`src/rtl/jedec_id_reader.sv`:
```
module jedec_id_reader #(
  parameter int HALF_DIV = 4,
  parameter int MAX_CONT = 4,
  localparam int CW = $clog2(MAX_CONT + 1),
  localparam int DW = $clog2(HALF_DIV + 1)
) (
  input  logic          clk,
  input  logic          rst_n,
  input  logic          start,
  output logic          done,
  output logic          err,
  output logic [7:0]    mfr_code,
  output logic [CW-1:0] cont_count,
  output logic [7:0]    dev_id0,
  output logic [7:0]    dev_id1,
  output logic          spi_sck,
  output logic          spi_cs_n,
  output logic          spi_mosi,
  input  logic          spi_miso
);
  localparam logic [7:0] ID_CMD = 8'h9F;
  localparam logic [7:0] CONT_MARK = 8'h7F;

  typedef enum logic [1:0] {PH_CMD, PH_MFR, PH_DEV0, PH_DEV1} phase_t;

  phase_t        phase;
  logic          busy;
  logic [DW-1:0] div_cnt;
  logic [2:0]    bit_cnt;
  logic [7:0]    tx_sr, rx_sr;

  wire tick     = busy && (div_cnt == DW'(HALF_DIV - 1));
  wire byte_end = tick && spi_sck && (bit_cnt == 3'd7);

  assign spi_cs_n = ~busy;
  assign spi_mosi = tx_sr[7];

  always_ff @(posedge clk or negedge rst_n) begin
    if (!rst_n) begin
      busy <= 1'b0; done <= 1'b0; err <= 1'b0; spi_sck <= 1'b0;
      div_cnt <= '0; bit_cnt <= '0; tx_sr <= '0; rx_sr <= '0;
      phase <= PH_CMD; cont_count <= '0;
      mfr_code <= '0; dev_id0 <= '0; dev_id1 <= '0;
    end else begin
      done <= 1'b0;
      if (!busy) begin
        if (start) begin
          busy <= 1'b1; div_cnt <= '0; bit_cnt <= '0;
          tx_sr <= ID_CMD; phase <= PH_CMD; err <= 1'b0;
          cont_count <= '0; mfr_code <= '0; dev_id0 <= '0; dev_id1 <= '0;
        end
      end else begin
        div_cnt <= tick ? '0 : div_cnt + 1'b1;
        if (tick) begin
          spi_sck <= ~spi_sck;
          if (!spi_sck) rx_sr <= {rx_sr[6:0], spi_miso};
          else begin
            tx_sr   <= {tx_sr[6:0], 1'b0};
            bit_cnt <= bit_cnt + 1'b1;
          end
        end
        if (byte_end) begin
          unique case (phase)
            PH_CMD: phase <= PH_MFR;
            PH_MFR:
              if (rx_sr == CONT_MARK) begin
                cont_count <= cont_count + 1'b1;
                if (cont_count == CW'(MAX_CONT - 1)) begin
                  err <= 1'b1; busy <= 1'b0; done <= 1'b1;
                end
              end else begin
                mfr_code <= rx_sr;
                phase    <= PH_DEV0;
              end
            PH_DEV0: begin dev_id0 <= rx_sr; phase <= PH_DEV1; end
            PH_DEV1: begin dev_id1 <= rx_sr; busy <= 1'b0; done <= 1'b1; end
          endcase
        end
      end
    end
  end

  AST_SCK_IDLE_LOW: assert property (@(posedge clk) disable iff (!rst_n)
    spi_cs_n |-> !spi_sck);
  AST_MOSI_STEADY: assert property (@(posedge clk) disable iff (!rst_n)
    (spi_sck && $past(spi_sck)) |-> $stable(spi_mosi));
  AST_DONE_SINGLE: assert property (@(posedge clk) disable iff (!rst_n)
    done |=> !done);
  AST_DONE_CS_HIGH: assert property (@(posedge clk) disable iff (!rst_n)
    done |-> spi_cs_n);
  AST_CONT_LIMIT: assert property (@(posedge clk) disable iff (!rst_n)
    cont_count <= CW'(MAX_CONT));
  AST_ERR_AT_LIMIT: assert property (@(posedge clk) disable iff (!rst_n)
    $rose(err) |-> (cont_count == CW'(MAX_CONT)) && spi_cs_n);
  AST_HOLD_IDLE: assert property (@(posedge clk) disable iff (!rst_n)
    (spi_cs_n && $past(spi_cs_n) && !$past(start)) |-> $stable(mfr_code) && $stable(err));
endmodule

```
`config.mk`:
```
export PLATFORM = sky130hd
export DESIGN_NAME = jedec_id_reader
export DESIGN_NICKNAME = d
export VERILOG_FILES = /design/src/rtl/jedec_id_reader.sv
export SDC_FILE = /design/constraint.sdc
export NUM_CORES = 1
export LEC_CHECK = 0
export BUFFER_PORTS_ARGS = -buffer_cell sky130_fd_sc_hd__buf_2
export CORE_UTILIZATION = 50
export CTS_CLUSTER_SIZE = 28
export DETAILED_ROUTE_END_ITERATION = 7
export PLACE_DENSITY_LB_ADDON = 0.08
export SYNTH_ARGS = -nofsm -noshare
export SYNTH_HDL_FRONTEND = slang
export SYNTH_SLANG_ARGS = --single-unit
```
`constraint.sdc`:
```
create_clock -name clk -period 1.65 [get_ports clk]
set_clock_uncertainty 0.15 [all_clocks]
set_input_delay 0.495 -clock clk [delete_from_list [all_inputs] [get_ports clk]]
set_output_delay 0.495 -clock clk [all_outputs]
set_load 0.01 [all_outputs]
```
Word level (Yosys, flattened, before mapping)
Cells that the tools add are included.
{ "totals": {"reg_bits": 55, "in_bits": 4, "out_inout_bits": 32, "word_cells": 97} }
{ "classes": {"addsub": 3, "eq_ne": 18, "mux": 47, "bitwise_logic": 2, "n_reduce_logical": 14} }
{ "ops": {"columns": ["operator", "count"], "rows": [
  ["two-way mux 8 bit", 15],
  ["two-way mux 3 bit", 10],
  ["two-way mux 1 bit", 15],
  ["inequality test 2 x 1 -> 1 bit, second input constant", 7],
  ["AND reduction 3 bit", 4],
  ["AND reduction 4 bit", 3],
  ["adder 3 x 1 -> 3 bit, second input constant", 3],
  ["equality test 8 x 7 -> 1 bit, second input constant", 1],
  ["two-way mux 2 bit", 4],
  ["equality test 3 x 2 -> 1 bit, second input constant", 2],
  ["one-hot mux 2 bit (3 select lines)", 1],
  ["AND reduction 5 bit", 1],
  ["equality test 2 bit, second input constant", 2],
  ["inequality test 2 bit, second input constant", 2],
  ["inequality test 4 x 1 -> 1 bit, second input constant", 1],
  ["one-hot mux 1 bit (2 select lines)", 2],
  ["equality test 3 bit, second input constant", 1],
  ["logical AND 1 bit", 3],
  ["inequality test 3 bit, second input constant", 1],
  ["equality test 2 x 1 -> 1 bit, second input constant", 1],
  ["logical NOT 2 bit", 1],
  ["inverter 1 bit", 2],
  ["AND reduction 2 bit", 1],
  ["nonzero test 2 bit", 1]
]} }

Longest topological paths before layout
{ "logic_depth": {"ltp_word": 6, "mapped_depth": 6, "ltp_nobuf": 5} }

Least setup slack after synthesis
OpenSTA, ideal clock, no wires.
{ "synth_timing": {"path_kind": "reg2reg", "from": "register div_cnt[0]", "to": "register phase[1]", "setup_time_ns": 0.126, "t_arrival_ns": 1.379, "required_ns": 1.374, "path_slack_ns": -0.005, "path_stages_with_launch": 6, "path_buffers": 1, "period_less_slack_ns": 1.655, "path_cell_list": "dfrtp_1 -> ha_1 -> and4b_4 -> and2_1 -> buf_4 -> a311o_1"} }
{ "synth_between": {"elab_chain_len": 6} }
{ "synth_lines": {"columns": ["item", "line", "rtl"], "rows": [
  ["start, declared", "28", "logic [DW-1:0] div_cnt;"],
  ["start signal, assigned", "53", "div_cnt <= tick ? '0 : div_cnt + 1'b1;"],
  ["equality test 3 x 2 -> 1 bit", "32", "wire tick = busy && (div_cnt == DW'(HALF_DIV - 1));"],
  ["logical AND 1 bit", "32", null],
  ["logical AND 1 bit (2 in series)", "33", "wire byte_end = tick && spi_sck && (bit_cnt == 3'd7);"],
  ["inequality test 2 x 1 -> 1 bit (no line)", null, null],
  ["AND reduction 4 bit (no line)", null, null],
  ["end signal, assigned", "42", "phase <= PH_CMD; cont_count <= '0;"],
  ["end signal, assigned", "49", "tx_sr <= ID_CMD; phase <= PH_CMD; err <= 1'b0;"],
  ["end signal, assigned", "64", "PH_CMD: phase <= PH_MFR;"],
  ["end, declared", "26", "phase_t phase;"]
]} }
No other way between the ends.
A chain may end at the register's enable or synchronous reset.

Worst setup path after layout
{ "layout_timing": {"from": "register div_cnt[0]", "to": "register rx_sr[7]"} }
{ "layout_between": {"elab_chain_len": 3} }
{ "layout_lines": {"columns": ["item", "line", "rtl"], "rows": [
  ["equality test 3 x 2 -> 1 bit", "32", null],
  ["logical AND 1 bit", "32", null],
  ["AND reduction 3 bit (no line)", null, null],
  ["end signal, assigned", "56", "if (!spi_sck) rx_sr <= {rx_sr[6:0], spi_miso};"],
  ["end, declared", "30", "logic [7:0] tx_sr, rx_sr;"]
]} }
No other way between the ends.

==> results.cfg <==
[route]
drt_iter0_markers = 125
post_drt_wl_per_cell_um = 15.3
drc = 0
antenna_left = 0
drtPass1Iterations = 6
via_count = 1748
vias_per_cell = 5.30
wirelength_um = 5040

[grt]
grt_pass1_wl_um = 7960
grt_max_degree = 56
track_usage_pct = 20.8
overflow = 0
grt_antenna_before_repair = 0
grt_pass1_vias = 1628

[worst_setup_path]
cp-start-kind = flip-flop
cp_max_fo = 8
crit_chain = ha_2 -> buf_4 -> nand2_1 -> nor3_2 -> buf_6 -> mux2_2
rr_startpoint = div_cnt[0]$_DFFE_PN0P_
arrival_ns = 1.68
reg2reg_slack_ns = 0.02
slowest_stage = dfrtp_1
r2r-end = rx_sr[7]$_DFFE_PN0P_
criticalPathCategory = flip-flop to flip-flop
worstPathRequired_ns = 1.70
crit_path_end_kind = flip-flop
cpPeakStageDelay_ns = 0.38
ff2ff_path_depth = 6
critPathLaunch = div_cnt[0]$_DFFE_PN0P_

[die]
die_y_um = 71.0
start_util_pct = 53.2
rows = 24
die_x_um = 71.0
dieArea_um2 = 5040
io_pins = 36
coreArea_um2 = 4470

[yosys]
syn_area_um2 = 2380
avgSynthCellArea_um2 = 11.0
async_reset_ff_share_pct = 100
synth_top_area_share_pct = 57.9
syn-num-nets = 229
ys_warn_count = 0
synthFlopType = dfrtp_1
synth-seq-cells = 55
ys_types = 33
synth-seq-area-share_pct = 57.9
synth_area_leaders = dfrtp_1 (58%), nand2_1 (6.5%), o21ai_0 (5.7%)
synth_top_area_cell = dfrtp_1
synth_edf_count = 0
netlist_instances = 216

[placed_design]
io_buffer_count = 35
dp_cells = 313
dpl.hpwl_um = 3280
gp_congestion = 0.877
preCtsSetupSlack_ns = -0.0692

[pwr]
switching_share_pct = 32.6
power_frac_clock_pct = 18.1
p_sw_w = 0.00129
powerDensity_nw_per_um2 = 1300
vdd_drop_max_uv = 973
comb_power_share_pct = 33.5
power_frac_seq_pct = 48.4
p_int_w = 0.00267
p_leak_nw = 1.57

[finish]
layout-drive-gt1-share_pct = 35.6
register_area_um2 = 1380
insertedDiodeCount = 0
syn_to_final_growth_pct = 27.9
fillers = 351
nNetsFinal = 290
multiInputGateArea_um2 = 1010
stdcell_count = 330

[sta]
rsz0062_at_grt = true
fin_ws_ns = 0.0171
maxSlewViolCount = 0
worst_pin_slew_ns = 0.291
setup_violations = 0
finalHoldViolations = 0
fmax_ghz = 0.612
relSlewSlack_pct = 80.6
finalCriticalPeriod_ns = 1.63
fin_crit_sh_pct = 99.0

[clock_tree]
hold_buffers = 0
cts.sinks = 55
cts.reportedPaths.clkPinSlew_ns = 0.09
htreeDepth = 2
clk_path_buf_depth = 2
cts_tree = yes
cts_root_buf = clkbuf_8
numCtsBuffers = 5
insertion_delay_ns = 0.30

[job]
max_cap_violations = 0

[status]
status = finished clean

[min_path]
hp-class = input pin to asynchronous set/reset pin
-- cells in the final DEF, fill, tap and decap left out, drive strengths merged, types with 5 or more instances in the layout --
cell and n:
mux2 8, nand3 21, inv 5, nor2 8
mux2i 11, dfrtp 55, buf 63, o21ai 27
ha 9, clkbuf 8, nand2 41
-- critical path: cells and delay by family, from the launching register on --
family	cells	cell delay, ns
mux	1	0.34
buf+inv	2	0.28
flops	1	0.38
simple gates	2	0.19
fa+ha+maj	1	0.19
-- kinds of logic (layout without fill, tap and decap cells) --
logic type	after synthesis	after routing	synth area share [%]
DFF	55	55	57.9
muxes	19	19	8.42
adders and majority gates	9	9	4.73
xor gates and xnor gates	1	1	0.368
AOI/OAI and AO/OA	35	35	8.42
and+or+nand+nor	82	82	17.2
buffers and inverters	15	77	3.00
-- per-stage QoR --
stage / hold slack (ns) / utilization [%] / power (W) / setup TNS (ns) / cell area (µm²)
after CTS: 0.0291 / 64.5 / 0.00383 / -0.0106 / 2890
final: 0.0259 / 68.0 / 0.00396 / 0 / 3040
after global placement: 0.313 / 61.9 / 0.00305 / -0.0901 / 2770
after detailed placement: 0.317 / 61.9 / 0.00309 / -0.541 / 2770
after global routing: 0.0398 / 68.0 / 0.00421 / -0.456 / 3040
after floorplan: 0.0494 / - / 0.00258 / 0 / 2380
-- how the worst max path moves through the flow --
| stage | depth (start not counted) | end | slack, ns |
|---|---|---|---|
| finish | 6 | rx_sr[7]$_DFFE_PN0P_ | 0.02 |
| global placement | 5 | phase[1]$_DFFE_PN0P_ | -0.02 |
| detailed placement | 5 | phase[1]$_DFFE_PN0P_ | -0.07 |
| global route | 6 | cont_count[1]$_DFFE_PN0P_ | -0.05 |
| floorplan | 6 | phase[1]$_DFFE_PN0P_ | 0.005 |
| CTS | 7 | dev_id1[0]$_DFFE_PN0P_ | -0.009 |
-- metal layers --
metal  wire length, µm  GRT usage (%)
met5                 0              0
met4                50           6.67
met3               207           4.70
met2              2410           33.3
met1              2380           28.2
-- timing repair --
item,in CTS,in global routing
pin swaps,1,8
cloned,0,1
buffers inserted,3,5
endpoints found under the setup margin,17,42
gates resized for setup,6,28
-- power by group through the flow --
stage / registers (W) / clock network (W) / logic, W
floorplan: 0.00197 / 0 / 0.000615
global placement: 0.00192 / 0 / 0.00113
detailed placement: 0.00193 / 0 / 0.00116
CTS: 0.00190 / 0.000743 / 0.00118
global route: 0.00196 / 0.000773 / 0.00148
finish: 0.00191 / 0.000717 / 0.00133
-- Yosys cell counts, types with 2 or more instances --
master and n:
clkbuf_1 4, mux2i_1 11, nand3_1 20, buf_4 3, buf_2 3, mux2_2 8, dfrtp_1 55, ha_1 9
o21ai_0 27, nand2_1 41, a22o_1 2, nor3_2 2, inv_1 5, nor2_1 7
-- state kept, by name, indices dropped and copies added, names as in the netlist --
signal and flops:
phase 2, tx_sr 8, mfr_code 8, rx_sr 8, dev_id0 8, cont_count 3
dev_id1 8, spi_sck 1, err 1, busy 1, div_cnt 3, done 1
bit_cnt 3
-- cell type report --
cell class / count / area share (%)
sequential: 55 / 45.2
timing repair buffer: 64 / 15.8
tap: 52 / 2.14
inverter: 5 / 0.782
multi-input combinational: 146 / 33.3
clock buffer: 7 / 2.51
clock inverter: 1 / 0.165
Note: power is estimated with default switching activity, not from simulation.
